### src/rtl/exc_entry_pkg.sv
package exc_entry_pkg;

    parameter int XLEN        = 32;
    parameter int CODE_W      = 5;
    parameter int KIND_W      = 3;
    parameter int INSN_BYTES  = 4;
    parameter int BD_BIT      = 31;
    parameter int CODE_LSB    = 2;
    parameter int EBASE_ALIGN = 10;

    localparam logic [XLEN-1:0] VEC_ERROR     = 32'hBFC0_0000;
    localparam logic [XLEN-1:0] VEC_DEBUG     = 32'hBFC0_0480;
    localparam logic [XLEN-1:0] VEC_BOOT_BASE = 32'hBFC0_0200;
    localparam logic [XLEN-1:0] OFF_REFILL    = 32'h0000_0000;
    localparam logic [XLEN-1:0] OFF_GENERAL   = 32'h0000_0180;
    localparam logic [XLEN-1:0] OFF_IRQ       = 32'h0000_0200;
    localparam logic [XLEN-1:0] BASE_MASK     =
        ~(XLEN'((64'd1 << EBASE_ALIGN) - 64'd1));

    localparam logic [KIND_W-1:0] K_RESET  = 3'd0;
    localparam logic [KIND_W-1:0] K_NMI    = 3'd1;
    localparam logic [KIND_W-1:0] K_DEBUG  = 3'd2;
    localparam logic [KIND_W-1:0] K_IRQ    = 3'd3;
    localparam logic [KIND_W-1:0] K_REFILL = 3'd4;

    typedef enum logic [1:0] {
        CLS_ERR = 2'd0,
        CLS_DBG = 2'd1,
        CLS_GEN = 2'd2
    } exc_class_e;

    typedef struct packed {
        logic exl;
        logic erl;
        logic bev;
        logic user;
        logic dbg;
    } stat_t;

    typedef struct packed {
        exc_class_e        cls;
        logic              refill;
        logic              irq;
        logic [CODE_W-1:0] code;
    } exc_dec_t;

    function automatic logic [XLEN-1:0] restart_pc(
        input logic [XLEN-1:0] pc,
        input logic            in_delay
    );
        return in_delay ? (pc - XLEN'(INSN_BYTES)) : pc;
    endfunction

    function automatic logic [XLEN-1:0] align_base(input logic [XLEN-1:0] b);
        return b & BASE_MASK;
    endfunction

endpackage

### src/rtl/exc_kind_decode.sv
module exc_kind_decode
    import exc_entry_pkg::*;
(
    input  logic [KIND_W-1:0] kind,
    input  logic [CODE_W-1:0] code,
    input  logic              in_dbg,
    output exc_dec_t          dec
);
    always_comb begin
        dec.cls    = CLS_GEN;
        dec.refill = 1'b0;
        dec.irq    = 1'b0;
        dec.code   = code;
        case (kind)
            K_RESET, K_NMI: dec.cls = CLS_ERR;
            K_DEBUG:        dec.cls = CLS_DBG;
            K_IRQ: begin
                if (in_dbg) begin
                    dec.cls = CLS_DBG;
                end else begin
                    dec.irq  = 1'b1;
                    dec.code = '0;
                end
            end
            K_REFILL:       dec.refill = 1'b1;
            default:        dec.cls = CLS_GEN;
        endcase
    end
endmodule

### src/rtl/exc_vector_gen.sv
module exc_vector_gen
    import exc_entry_pkg::*;
(
    input  exc_dec_t        dec,
    input  logic            bev,
    input  logic            exl,
    input  logic            iv,
    input  logic [XLEN-1:0] ebase,
    output logic [XLEN-1:0] vec
);
    logic [XLEN-1:0] base;
    logic [XLEN-1:0] offset;

    always_comb begin
        base = bev ? VEC_BOOT_BASE : align_base(ebase);
        if (dec.refill && !exl)
            offset = OFF_REFILL;
        else if (dec.irq && iv)
            offset = OFF_IRQ;
        else
            offset = OFF_GENERAL;

        unique case (dec.cls)
            CLS_ERR: vec = VEC_ERROR;
            CLS_DBG: vec = VEC_DEBUG;
            default: vec = base + offset;
        endcase
    end
endmodule

### src/rtl/exc_entry_ctrl.sv
module exc_entry_ctrl
    import exc_entry_pkg::*;
(
    input  logic              clk,
    input  logic              rst,
    input  logic              req_valid,
    input  logic [KIND_W-1:0] req_kind,
    input  logic [CODE_W-1:0] req_code,
    input  logic [XLEN-1:0]   req_pc,
    input  logic              req_in_delay,
    input  logic              stat_exl,
    input  logic              stat_erl,
    input  logic              stat_bev,
    input  logic              stat_user,
    input  logic              stat_dbg,
    input  logic              cause_iv,
    input  logic [XLEN-1:0]   ebase,
    output logic              fetch_valid,
    output logic [XLEN-1:0]   fetch_pc,
    output logic [XLEN-1:0]   epc_o,
    output logic [XLEN-1:0]   error_pc_o,
    output logic [XLEN-1:0]   debug_pc_o,
    output logic [XLEN-1:0]   cause_o,
    output logic              exl_o,
    output logic              erl_o,
    output logic              bev_o,
    output logic              user_o,
    output logic              dbg_o
);
    exc_dec_t        dec;
    logic [XLEN-1:0] vec;
    logic [XLEN-1:0] saved_pc;
    stat_t           stat_in;
    stat_t           stat_nx;
    stat_t           stat_q;

    logic [XLEN-1:0]   epc_q;
    logic [XLEN-1:0]   err_q;
    logic [XLEN-1:0]   dbgpc_q;
    logic              bd_q;
    logic [CODE_W-1:0] code_q;
    logic [XLEN-1:0]   fpc_q;
    logic              fv_q;

    exc_kind_decode u_dec (
        .kind   (req_kind),
        .code   (req_code),
        .in_dbg (stat_dbg),
        .dec    (dec)
    );

    exc_vector_gen u_vec (
        .dec   (dec),
        .bev   (stat_bev),
        .exl   (stat_exl),
        .iv    (cause_iv),
        .ebase (ebase),
        .vec   (vec)
    );

    assign saved_pc = restart_pc(req_pc, req_in_delay);
    assign stat_in  = '{exl: stat_exl, erl: stat_erl, bev: stat_bev,
                        user: stat_user, dbg: stat_dbg};

    always_comb begin
        stat_nx      = stat_in;
        stat_nx.user = 1'b0;
        unique case (dec.cls)
            CLS_ERR: begin
                stat_nx.erl = 1'b1;
                stat_nx.bev = 1'b1;
            end
            CLS_DBG: stat_nx.dbg = 1'b1;
            default: stat_nx.exl = 1'b1;
        endcase
    end

    always_ff @(posedge clk) begin
        if (rst) begin
            epc_q   <= '0;
            err_q   <= '0;
            dbgpc_q <= '0;
            bd_q    <= 1'b0;
            code_q  <= '0;
            fpc_q   <= '0;
            fv_q    <= 1'b0;
            stat_q  <= '0;
        end else begin
            fv_q <= req_valid;
            if (req_valid) begin
                fpc_q  <= vec;
                stat_q <= stat_nx;
                unique case (dec.cls)
                    CLS_ERR: begin
                        err_q <= saved_pc;
                        if (!stat_exl) bd_q <= 1'b0;
                    end
                    CLS_DBG: begin
                        dbgpc_q <= saved_pc;
                        if (!stat_exl) bd_q <= 1'b0;
                    end
                    default: begin
                        code_q <= dec.code;
                        if (!stat_exl) begin
                            epc_q <= saved_pc;
                            bd_q  <= req_in_delay;
                        end
                    end
                endcase
            end
        end
    end

    always_comb begin
        cause_o                      = '0;
        cause_o[BD_BIT]              = bd_q;
        cause_o[CODE_LSB +: CODE_W]  = code_q;
    end

    assign fetch_valid = fv_q;
    assign fetch_pc    = fpc_q;
    assign epc_o       = epc_q;
    assign error_pc_o  = err_q;
    assign debug_pc_o  = dbgpc_q;
    assign exl_o       = stat_q.exl;
    assign erl_o       = stat_q.erl;
    assign bev_o       = stat_q.bev;
    assign user_o      = stat_q.user;
    assign dbg_o       = stat_q.dbg;


    nested_epc_hold_chk: assert property (@(posedge clk) disable iff (rst)
        (req_valid && dec.cls == CLS_GEN && stat_exl)
            |=> ($stable(epc_o) && $stable(cause_o[BD_BIT])));


    gen_sets_exl_chk: assert property (@(posedge clk) disable iff (rst)
        (req_valid && dec.cls == CLS_GEN) |=> (exl_o && !user_o));


    err_entry_chk: assert property (@(posedge clk) disable iff (rst)
        (req_valid && dec.cls == CLS_ERR)
            |=> (erl_o && bev_o && !user_o && fetch_pc == VEC_ERROR && $stable(epc_o)));


    dbg_entry_chk: assert property (@(posedge clk) disable iff (rst)
        (req_valid && dec.cls == CLS_DBG)
            |=> (dbg_o && !user_o && fetch_pc == VEC_DEBUG));


    fetch_pulse_chk: assert property (@(posedge clk) disable iff (rst)
        req_valid |=> fetch_valid);


    idle_hold_chk: assert property (@(posedge clk) disable iff (rst)
        !req_valid |=> (!fetch_valid && $stable(fetch_pc) && $stable(epc_o)
                        && $stable(cause_o)));


    gen_epc_chk: assert property (@(posedge clk) disable iff (rst)
        (req_valid && dec.cls == CLS_GEN && !stat_exl)
            |=> (cause_o[BD_BIT] == $past(req_in_delay)));

endmodule

### config.mk
export PLATFORM = sky130hd
export DESIGN_NAME = exc_entry_ctrl
export DESIGN_NICKNAME = d
export VERILOG_FILES = /design/src/rtl/exc_entry_pkg.sv /design/src/rtl/exc_kind_decode.sv /design/src/rtl/exc_vector_gen.sv /design/src/rtl/exc_entry_ctrl.sv
export SDC_FILE = /design/constraint.sdc
export NUM_CORES = 1
export LEC_CHECK = 0
export BUFFER_PORTS_ARGS = -buffer_cell sky130_fd_sc_hd__buf_4
export CORE_MARGIN = 2
export CORE_UTILIZATION = 30
export CTS_BUF_LIST = sky130_fd_sc_hd__clkbuf_2
export DETAILED_ROUTE_END_ITERATION = 7
export GPL_ROUTABILITY_DRIVEN = 0
export SYNTH_ARGS = -nofsm -noshare
export SYNTH_HDL_FRONTEND = slang
export SYNTH_SLANG_ARGS = --single-unit
### constraint.sdc
create_clock -name clk -period 3.7 [get_ports clk]
set_input_delay 0.185 -clock clk [delete_from_list [all_inputs] [get_ports clk]]
set_output_delay 0.185 -clock clk [all_outputs]
set_load 0.05 [all_outputs]
# ---- Word level (Yosys, flattened, before mapping)
# Cells that the tools add are included.
dict set report totals {
  in_bits 82
  wordCells 48
  register_bits 139
}
dict set report classes {
  n_mux 16
  n_addsub 2
  n_eq_ne 5
  n_reduce_logical 12
  n_bitwise 2
}
# operator count
set op_table {}
lappend op_table {{32-bit two-way mux} 2}
lappend op_table {{32-bit case mux with 2 select lines} 1}
lappend op_table {{32-bit adder} 1}
lappend op_table {{32-bit by 3-bit subtractor with 32-bit output (second input constant)} 1}
lappend op_table {{10-bit two-way mux} 2}
lappend op_table {{6-bit two-way mux} 2}
lappend op_table {{2-bit AND reduction} 4}
lappend op_table {{3-bit by 2-bit equality test with 1-bit output (second input constant)} 2}
lappend op_table {{1-bit two-way mux} 6}
lappend op_table {{2-bit case mux with 3 select lines} 1}
lappend op_table {{2-bit two-way mux} 2}
lappend op_table {{2-bit OR reduction} 2}
lappend op_table {{3-bit by 1-bit equality test with 1-bit output (second input constant)} 1}
lappend op_table {{3-bit equality test (second input constant)} 1}
lappend op_table {{3-bit zero test} 1}
lappend op_table {{3-bit AND reduction} 1}
lappend op_table {{2-bit by 1-bit equality test with 1-bit output (second input constant)} 1}
lappend op_table {{1-bit logical AND} 2}
lappend op_table {{2-bit zero test} 1}
lappend op_table {{1-bit inverter} 2}
lappend op_table {{1-bit zero test} 1}

# ---- Longest topological paths before layout
dict set report depth {
  depth_word 7
  depth_mapped 9
}

# ---- By module
# Synthesis repeated with hierarchy kept, for this count alone.
dict set report unflattened {
  cells_unflattened 709
  hier_area_um2 6373.6
}
# module n_inst area_each_um2 cells_per_inst seq_area_each_um2
set by_module_without_submodules {}
lappend by_module_without_submodules {exc_entry_ctrl 1 5645.4 598 2782.7}
lappend by_module_without_submodules {exc_vector_gen 1 638.1 101 0.0}
lappend by_module_without_submodules {exc_kind_decode 1 90.1 10 0.0}

# ---- Least setup slack after synthesis
# OpenSTA, ideal clock, no wires.
dict set report synth_path {
  kind {input-to-reg}
  startpoint {input port req_kind[1]}
  endpoint {register fpc_q[25], in the netlist fetch_pc[25]}
  setup_ps 86
  n_path_buf 1
  cell_stages 9
  slack_ps 1539
  arrival_time_ps 2075
  path_cell_list {nor2b_1 > and3_1 > ha_1 > nand4_1 > nor4_1 > clkbuf_1 > nand2_1 > a21bo_2 > a211oi_1}
}
dict set report synth_between {
  elab_chain_cells 7
  elab_cells_between_ends 17
}
# element line_no
set synth_lines {}
lappend synth_lines {{start, declared} exc_entry_ctrl.sv:7} ;# input logic [KIND_W-1:0] req_kind,
lappend synth_lines {{3-bit by 2-bit equality test with 1-bit output} exc_kind_decode.sv:14} ;# case (kind)
lappend synth_lines {{6-bit two-way mux} exc_kind_decode.sv:14}
lappend synth_lines {{1-bit logical AND} exc_vector_gen.sv:18} ;# else if (dec.irq && iv)
lappend synth_lines {{10-bit two-way mux} exc_vector_gen.sv:18}
lappend synth_lines {{10-bit two-way mux} exc_vector_gen.sv:16} ;# if (dec.refill && !exl)
lappend synth_lines {{32-bit adder} exc_vector_gen.sv:26} ;# default: vec = base + offset;
lappend synth_lines {{32-bit case mux with 2 select lines (*)} exc_vector_gen.sv:23} ;# unique case (dec.cls)
lappend synth_lines {{end signal, assigned} exc_entry_ctrl.sv:91} ;# fpc_q <= vec;
lappend synth_lines {{end, declared} exc_entry_ctrl.sv:42} ;# logic [XLEN-1:0] fpc_q;
# Every way passes the cells marked *; elsewhere a longest branch is shown, timed or not.
# A chain may end at the register's enable or synchronous reset.

# ---- Worst setup path in the final report
dict set report layout_path {
  startpoint {input port req_kind[2]}
  endpoint {register fpc_q[23], in the netlist fetch_pc[23]}
}
# The elaborated chain is that of the path after synthesis.

==> impl_metrics.yaml <==
status:
  status: "completed"
sta:
  hold_viol: 0
  achievable-frequency_mhz: 303
  slew_viol_final: 0
  fin_ws_ns: 0.400
  setup_viol_count_final: 0
  finalCritPeriodShare_pct: 89.2
  rsz0062_at_grt: "no"
  fin_crit_ns: 3.30
  tightest_slew_ns: 0.986
  setup_tns_ns: 0
  relSlewSlack_pct: 34.2
  finClkSkew_ns: 0
power:
  ir_drop_v: 0.000217
  p_switching_mw: 1.18
  p_sw_share_pct: 33.8
  p_leak_nw: 3.62
  power_mw: 3.50
  internal-power_mw: 2.32
  p_clk_share_pct: 30.8
  p_comb_share_pct: 25.2
  pwr-share-seq_pct: 44.0
  powerDensity_nw_per_um2: 394
worst_setup_path:
  cp-end-kind: "register"
  start_kind: "input pin"
  cp.arrival_ns: 3.95
  crit_type: "in -> reg"
  reg2reg_slack_ns: 2.28
  cp_max_fo: 12
  worstPathRequired_ns: 4.35
  reg2regPathDepth: 3
clock_tree:
  cts-resized-gates: 0
  numCtsBuffers: 17
  htreeDepth: 4
  clk_pin_slew_worst_paths_ns: 0.19
  cts_root_buffer: "clkbuf_2"
  cts.sinks: 132
  clock_latency_ns: 0.68
  cts_buffer_depth: 2
  cts_tree: "done"
drt:
  drt-vias-per-instance: 4.64
  drt-total-wl_um: 18500
  num_vias: 5770
  drt_pass1_iterations: 4
  wl_per_cell_um: 14.9
  route.detailed.drc: 0
  drtAntennaViolNets: 0
  drtIter0Drc: 328
synthesis:
  synth_warnings: 0
  yosysUniqueCellTypes: 51
  yosysSeqAreaShare_pct: 44.9
  synthCells: 676
  syn_area_um2: 5880
  synth-async-reset-ratio_pct: 0
  synth_edf_count: 0
  syn_avg_cell_area_um2: 8.70
  synthFlopType: "dfxtp_1"
  synth-seq-cells: 132
cells_and_area:
  n_fill_cell: 1942
  final_cell_mix: "209 x buf_4, 145 x nor2_1, 132 x dfxtp_1"
  final_common_cell: "buf_4"
  ff_latch_area_um2: 2640
  drive_gt1_share_pct: 26.5
  final_core_util_pct: 45.9
  syn_to_final_growth_pct: 50.9
  fin_nets: 1050
  multi_input_area_um2: 2900
  fin_area_um2: 8870
job:
  cap_violations: 0
global_routing:
  grt_pass1_vias: 5514
  grt_pass1_wl_um: 28600
  antenna_found_initial: 1
  grt_usage_pct: 17.7
  grt_overflow: 0
  grt_max_degree: 91
die:
  die_w_um: 144
  core_um2: 19300
  io_pins: 248
  rows: 51
  initial_core_util_pct: 30.4
  dieArea_um2: 20700
  die_height_um: 144
placement:
  hpwl_um: 12500
  port_buffers: 202
  placed_cell_area_um2: 7460
  pre_cts_slack_ns: 1.36
worst_hold_path:
  holdPathStages: 2
  min_path_type: "in -> reg"
==> path summary, 6_finish.rpt <==
kind,startpoint,end
max,req_kind[2],fetch_pc[23]$_SDFFE_PP0P_
min,rst,fetch_pc[13]$_SDFFE_PP0P_
max reg2reg,fetch_pc[28]$_SDFFE_PP0P_,fetch_pc[28]$_SDFFE_PP0P_
min reg2reg,bd_q$_SDFFE_PP0P_,bd_q$_SDFFE_PP0P_
==> sequential cells by signal, indices dropped and copies added (netlist names) <==
register     count
bev_o            1
error_pc_o      32
dbg_o            1
debug_pc_o      32
fetch_pc        25
exl_o            1
fetch_valid      1
code_q           5
bd_q             1
epc_o           32
erl_o            1
==> Yosys cell counts (6+ instances only) <==
| library cell | count | area, um2 |
|---|---|---|
| nor2_1 | 146 | 548 |
| xor2_1 | 8 | 70.1 |
| nand2b_1 | 6 | 37.5 |
| nand2_1 | 28 | 105 |
| a21oi_1 | 19 | 95.1 |
| nor3_1 | 23 | 115 |
| dfxtp_1 | 132 | 2640 |
| buf_4 | 35 | 263 |
| nand3_1 | 15 | 75.1 |
| nor2b_1 | 15 | 93.8 |
| xnor2_1 | 32 | 280 |
| clkbuf_1 | 45 | 169 |
| a211oi_1 | 91 | 683 |
| nor4_1 | 8 | 50.1 |
==> routing by layer <==
| metal | GRT usage (%) | vias up | wire length (um) | share of wire [%] |
|---|---|---|---|---|
| met5 | 0 | - | 0 | 0 |
| met4 | 7.69 | 0 | 573 | 3.1 |
| met3 | 4.01 | 32 | 856 | 4.6 |
| met2 | 28.4 | 182 | 8770 | 47 |
| met1 | 22.8 | 2667 | 8350 | 45 |
| li1 | - | 2889 | - | - |
==> final cells by class <==
cell class | instances | area share (%)
sequential | 132 | 29.8
clock inverter | 13 | 2.34
multi-input combinational | 490 | 32.7
inverter | 5 | 0.212
timing repair buffer | 320 | 30.2
tap | 265 | 3.74
clock buffer | 18 | 1.02
antenna | 1 | 0.0282
==> power by group through the flow <==
| stage | combinational (mW) | sequential [mW] | clock, mW |
|---|---|---|---|
| 6_report | 0.880 | 1.54 | 1.08 |
| 4_1_cts | 0.880 | 1.54 | 1.12 |
| 3_5_place_dp | 0.785 | 1.57 | 0 |
| 2_1_floorplan | 0.305 | 1.82 | 0 |
| 3_3_place_gp | 0.782 | 1.57 | 0 |
| 5_1_grt | 0.936 | 1.55 | 1.19 |
==> worst max-delay path: stages <==
cell	delay, ns
dlygate4sd3_1	0.55
buf_4	0.16
nor2b_1	0.25
and3_1	0.24
ha_1	0.16
nand4_1	0.19
nor4_1	0.30
buf_4	0.25
nand3_1	0.14
xnor2_1	0.15
dlygate4sd3_1	0.56
a211oi_1	0.21
dlygate4sd3_1	0.58
==> per-stage QoR <==
stage               hold slack, ns  instances
floorplan                    0.321        709
global placement             0.430       1101
detailed placement           0.435       1101
CTS                         0.0190       1243
global route                0.0238       1244
finish                       0.106       1244
==> timing repair <==
item | 4_1_cts | 5_1_grt
buffers inserted | 0 | 0
endpoints found under the hold margin | 132 | 0
hold buffers | 111 | 0
==> cell families after synthesis <==
group	count (synthesis)	share of synthesized area, %
DFF	132	44.9
adders and majority gates	2	0.426
muxes	2	0.362
other	1	0.0638
AOI/OAI and AO/OA	133	16.2
buffers and inverters	87	8.04
and+or+nand+nor	279	24.0
xor gates and xnor gates	40	5.96
Note: power is estimated with default switching activity, not from simulation.
